`src/rtl/fill_pkg.sv`:
```
package fill_pkg;
  typedef enum logic [2:0] {
    FS_IDLE,
    FS_ADDR,
    FS_WAIT,
    FS_XFER,
    FS_DONE
  } fill_state_e;
endpackage

```
`src/rtl/access_timer.sv`:
```
module access_timer #(
  parameter int ACCESS_CYC = 15
) (
  input  logic clk,
  input  logic rst_n,
  input  logic start,
  input  logic run,
  output logic expire
);
  localparam int CNT_W = (ACCESS_CYC > 1) ? $clog2(ACCESS_CYC + 1) : 1;

  logic [CNT_W-1:0] cnt;

  always_ff @(posedge clk or negedge rst_n) begin
    if (!rst_n)
      cnt <= '0;
    else if (start)
      cnt <= CNT_W'(ACCESS_CYC - 1);
    else if (run && cnt != '0)
      cnt <= cnt - CNT_W'(1);
  end

  assign expire = run && (cnt == '0);


  wait_hold_chk: assert property (@(posedge clk) disable iff (!rst_n)
    (run && !expire) |=> run);
endmodule

```
`src/rtl/word_tracker.sv`:
```
module word_tracker #(
  parameter int LINE_WORDS = 4,
  localparam int IDX_W = (LINE_WORDS > 1) ? $clog2(LINE_WORDS) : 1
) (
  input  logic             clk,
  input  logic             rst_n,
  input  logic             clr,
  input  logic             step,
  output logic [IDX_W-1:0] idx,
  output logic             last
);
  always_ff @(posedge clk or negedge rst_n) begin
    if (!rst_n)
      idx <= '0;
    else if (clr)
      idx <= '0;
    else if (step && !last)
      idx <= idx + IDX_W'(1);
  end

  assign last = (idx == IDX_W'(LINE_WORDS - 1));


  idx_step_chk: assert property (@(posedge clk) disable iff (!rst_n)
    (step && !last && !clr) |=> (idx == $past(idx) + IDX_W'(1)));
endmodule

```
`src/rtl/fill_ctrl.sv`:
```
module fill_ctrl
  import fill_pkg::*;
(
  input  logic        clk,
  input  logic        rst_n,
  input  logic        req_fire,
  input  logic        wait_expire,
  input  logic        last_word,
  output fill_state_e state
);
  fill_state_e nxt;

  always_comb begin
    nxt = state;
    unique case (state)
      FS_IDLE: if (req_fire) nxt = FS_ADDR;
      FS_ADDR: nxt = FS_WAIT;
      FS_WAIT: if (wait_expire) nxt = FS_XFER;
      FS_XFER: nxt = last_word ? FS_DONE : FS_WAIT;
      FS_DONE: nxt = FS_IDLE;
      default: nxt = FS_IDLE;
    endcase
  end

  always_ff @(posedge clk or negedge rst_n) begin
    if (!rst_n) state <= FS_IDLE;
    else        state <= nxt;
  end


  done_pulse_chk: assert property (@(posedge clk) disable iff (!rst_n)
    (state == FS_DONE) |=> (state == FS_IDLE));


  xfer_after_wait_chk: assert property (@(posedge clk) disable iff (!rst_n)
    (state == FS_XFER) |=> (state != FS_XFER));
endmodule

```
`src/rtl/line_fill_seq.sv`:
```
module line_fill_seq
  import fill_pkg::*;
#(
  parameter int ADDR_W     = 26,
  parameter int DATA_W     = 32,
  parameter int LINE_WORDS = 4,
  parameter int ACCESS_CYC = 15,
  localparam int IDX_W = (LINE_WORDS > 1) ? $clog2(LINE_WORDS) : 1
) (
  input  logic              clk,
  input  logic              rst_n,
  input  logic              req_valid,
  output logic              req_ready,
  input  logic [ADDR_W-1:0] req_addr,
  output logic              bus_addr_valid,
  output logic [ADDR_W-1:0] bus_addr,
  input  logic [DATA_W-1:0] bus_data,
  output logic              word_valid,
  output logic [IDX_W-1:0]  word_idx,
  output logic [DATA_W-1:0] word_data,
  output logic              busy,
  output logic              done
);
  fill_state_e       state;
  logic              req_fire;
  logic              expire;
  logic              last_word;
  logic [ADDR_W-1:0] addr_q;

  assign req_ready = (state == FS_IDLE);
  assign req_fire  = req_valid && req_ready;

  always_ff @(posedge clk or negedge rst_n) begin
    if (!rst_n)        addr_q <= '0;
    else if (req_fire) addr_q <= req_addr;
  end

  fill_ctrl u_ctrl (
    .clk         (clk),
    .rst_n       (rst_n),
    .req_fire    (req_fire),
    .wait_expire (expire),
    .last_word   (last_word),
    .state       (state)
  );

  access_timer #(.ACCESS_CYC(ACCESS_CYC)) u_timer (
    .clk    (clk),
    .rst_n  (rst_n),
    .start  ((state == FS_ADDR) || (state == FS_XFER && !last_word)),
    .run    (state == FS_WAIT),
    .expire (expire)
  );

  word_tracker #(.LINE_WORDS(LINE_WORDS)) u_words (
    .clk   (clk),
    .rst_n (rst_n),
    .clr   (req_fire),
    .step  (state == FS_XFER),
    .idx   (word_idx),
    .last  (last_word)
  );

  assign bus_addr_valid = (state == FS_ADDR);
  assign bus_addr       = addr_q;
  assign word_valid     = (state == FS_XFER);
  assign word_data      = bus_data;
  assign busy           = (state != FS_IDLE);
  assign done           = (state == FS_DONE);


  addr_follows_req_chk: assert property (@(posedge clk) disable iff (!rst_n)
    req_fire |=> (bus_addr_valid && bus_addr == $past(req_addr)));


  addr_held_busy_chk: assert property (@(posedge clk) disable iff (!rst_n)
    busy |=> $stable(bus_addr));


  no_word_after_addr_chk: assert property (@(posedge clk) disable iff (!rst_n)
    bus_addr_valid |=> !word_valid);
endmodule

```
`config.mk`:
```
export PLATFORM = sky130hd
export DESIGN_NAME = line_fill_seq
export DESIGN_NICKNAME = d
export VERILOG_FILES = /design/src/rtl/fill_pkg.sv /design/src/rtl/access_timer.sv /design/src/rtl/word_tracker.sv /design/src/rtl/fill_ctrl.sv /design/src/rtl/line_fill_seq.sv
export SDC_FILE = /design/constraint.sdc
export NUM_CORES = 1
export LEC_CHECK = 0
export ABC_AREA = 0
export BUFFER_PORTS_ARGS = -buffer_cell sky130_fd_sc_hd__buf_4
export CAP_MARGIN = 20
export CORE_MARGIN = 2
export CORE_UTILIZATION = 43
export CTS_BUF_LIST = sky130_fd_sc_hd__clkbuf_8
export CTS_CLUSTER_DIAMETER = 40
export DETAILED_ROUTE_END_ITERATION = 6
export PLACE_DENSITY_LB_ADDON = 0.3
export SLEW_MARGIN = 15
export SYNTH_ARGS = -nofsm -noshare
export SYNTH_HDL_FRONTEND = slang
export SYNTH_SLANG_ARGS = --single-unit
```
`constraint.sdc`:
```
create_clock -name clk -period 2.8 [get_ports clk]
set_clock_uncertainty 0.1 [all_clocks]
set_input_delay 0.84 -clock clk [delete_from_list [all_inputs] [get_ports clk]]
set_output_delay 0.84 -clock clk [all_outputs]
set_load 0.03 [all_outputs]
```
==> metrics <==
Post-CTS Setup Bufs=0; Post-CTS Resized=0; die area=approximately 4500 µm²; Worst Path Required=around 1900 ps; Routed WL=~3200 µm; Die Width=approximately 67 µm; post-DP HPWL=approximately 2400 µm; unrepaired setup endpoints after global routing=no; Fmax achieved=between 400 and 500 MHz; max incr delay on CP=about 440 ps; Net Sw Frac=40.4%; Area Growth Syn to Fin=22.5%; I/O pin count=126; critical path's slowest cell=dfrtp_1; clock network fraction of total power=16.3%; crit path cell chain=nor2b_1, and2_2, buf_4; worst slack, placed=768 ps; Crit Path Max Fanout=6; TNS Setup=0 ps; Ant. Diodes=0; Num CTS Buffers=5; Hold Crit Class=primary input to async pin; Via density=~5.0; Critical Path AT=about 1300 ps; Cell variety after synth=30; area of the multi-input gates=between 500 and 600 µm²; Synth Net Count=199; measured slew at the worst slew-check pin=427 ps; pwr dens=between 1000 and 1500 nW/µm²; initial antenna violation count=0; Longest Clk Path Bufs=2; Placement Rows=22; detailed-route DRC error count=0; Yosys warning count=0; CTS tree=done; Iter 0 DRT Violations=between 40 and 50; global-route wire length before repair=5220 µm; area share of the largest cell type after synthesis=roughly 50%; GPL Wtd Cong=0.691; Synth Instances=around 140; largest net degree at the start of global routing=36; sequential standard cell area=slightly below 900 µm²; Max Slew Vio Count=0; Worst-path clk slew=approximately 70 ps; Nets=~230; status=completed; Fill cells=around 340; combinational fraction of design power=approximately half; layout cell share with drive strength beyond 1=around three fifths; sequential share of power=approximately a third; CP Launch Type=flop; vias=about 1100; clk sinks=35; vias in the first global route=1131; Max VDD drop=between 0.6 and 0.7 mV; Yosys reg bits=35; top post-synthesis cells by area=dfrtp_1, mux2_2, buf_4, ha_1, buf_6; largest area contributor in the netlist=dfrtp_1; Die H=approximately 67 µm; GRT Resource Usage Total=~16%; antenna viol nets, final=0; internal power=1.70 mW; Max Cap Violations=0; sequential-to-total area share from yosys stat=roughly half; number of buffers added on ports=61; Pleak=between 0.9 and 1 nW; final setup margin=about 530 ps; Tmin final=2270 ps; Syn Std Cell Area=between 1500 and 2000 µm²; crit path kind=flop to output pin; Setup violations, final=0; drt first pass iters=4; Hold Fails Final Rpt=0; H-tree depth=2; Rel. slew slack=71.5%; syn avg cell area=12.6 µm²; Tcrit/Tclk final=about four fifths; Worst-Skew Late Latency=~280 ps; hold buffer count at CTS=0; clk root buf=clkbuf_8; GRT Residual Overflow=0; drt wl/cell=14.5 µm; total core area=roughly 3700 µm²; Crit. End Element=output pin; Net Switching=1.15 mW; Initial Util=between 40% and 50%; Tot Pwr=approximately 2.9 mW
critical path: cells and delay by family (launching register included):
kind          cells  cell delay [ps]
flops             1              440
simple gates      2              460
buf+inv           1              150
final timing paths:
check	startpoint	to	slack [ps]	depth (start not counted)
setup / recovery	u_ctrl.state[0]	word_valid	530	3
hold / removal	rst_n	bus_addr[15]	390	1
setup reg to reg	u_ctrl.state[1]	bus_addr[22]	890	4
hold reg to reg	bus_addr[1]	bus_addr[1]	410	1
max in group asynchronous	rst_n	u_timer.cnt[2]	1900	1
min in group clk	bus_addr[1]	bus_addr[1]	410	1
power by group through the flow:
stage                     Combinational [mW]  Clock, mW  Sequential, mW
after floorplan                        0.647          0            1.32
after global placement                  1.45          0           0.927
after detailed placement                1.48          0           0.939
after CTS                               1.48      0.476           0.935
after global routing                    1.56      0.500           0.970
final                                   1.46      0.465           0.927
layout make-up:
class,instances,share of cell area (%)
clock buffer,6,3.94
clock inverter,2,1.67
inverter,4,0.716
multi-input combinational,62,26.2
sequential,35,41.8
tap,48,2.87
timing repair buffer,62,22.8
stage by stage:
step	hold WS, ps	util (%)	instance area [µm²]	cells
finish	391	56.0	2100	219
global route	418	56.0	2100	219
CTS	407	56.0	2100	219
detailed placement	399	52.8	1980	211
global placement	394	52.8	1980	211
floorplan	419	-	1710	136
per-layer routing:
| metal | up-vias | wire length, µm | track usage (%) |
|---|---|---|---|
| li1 | 497 | - | - |
| met1 | 519 | 1190 | 17.0 |
| met2 | 43 | 1590 | 25.5 |
| met3 | 29 | 268 | 6.93 |
| met4 | 0 | 131 | 10.7 |
| met5 | - | 0 | 0 |
flip-flops by register name (all words and copies together) (netlist names):
signal and cells:
bus_addr 26, u_timer.cnt 4, u_ctrl.state 3, u_words.idx 2
synthesized netlist by cell type, drive strengths merged:
library cell  number
a21boi             1
or2                1
nand2              3
o211ai             1
and2               2
mux2i              1
dfrtp             35
nor2               4
nor3               2
nand2b             1
and2b              1
or3b               1
o211a              1
and3               1
mux2              26
or3                1
o22ai              1
and4bb             1
inv                4
o21ai              3
xnor2              2
o21a               1
ha                 2
nor3b              2
o311ai             1
nor2b              2
buf               35
layout by cell type (no fill, tap or decap), drive strengths merged, types with 3 or more instances in the layout:
| cell type | instances |
|---|---|
| buf | 62 |
| dfrtp | 35 |
| mux2 | 26 |
| clkbuf | 6 |
| inv | 4 |
| nor2 | 4 |
| o21ai | 3 |
| nand2 | 3 |
cell families after synthesis:
group	after synthesis	synth area share, %
xor gates and xnor gates	2	1.02
muxes	27	17.7
DFF	35	51.2
AOI/OAI and AO/OA	9	3.66
buffers and inverters	39	16.7
and+or+nand+nor	22	8.27
adders and majority gates	2	1.46
Power figures use the tool's default switching activity.
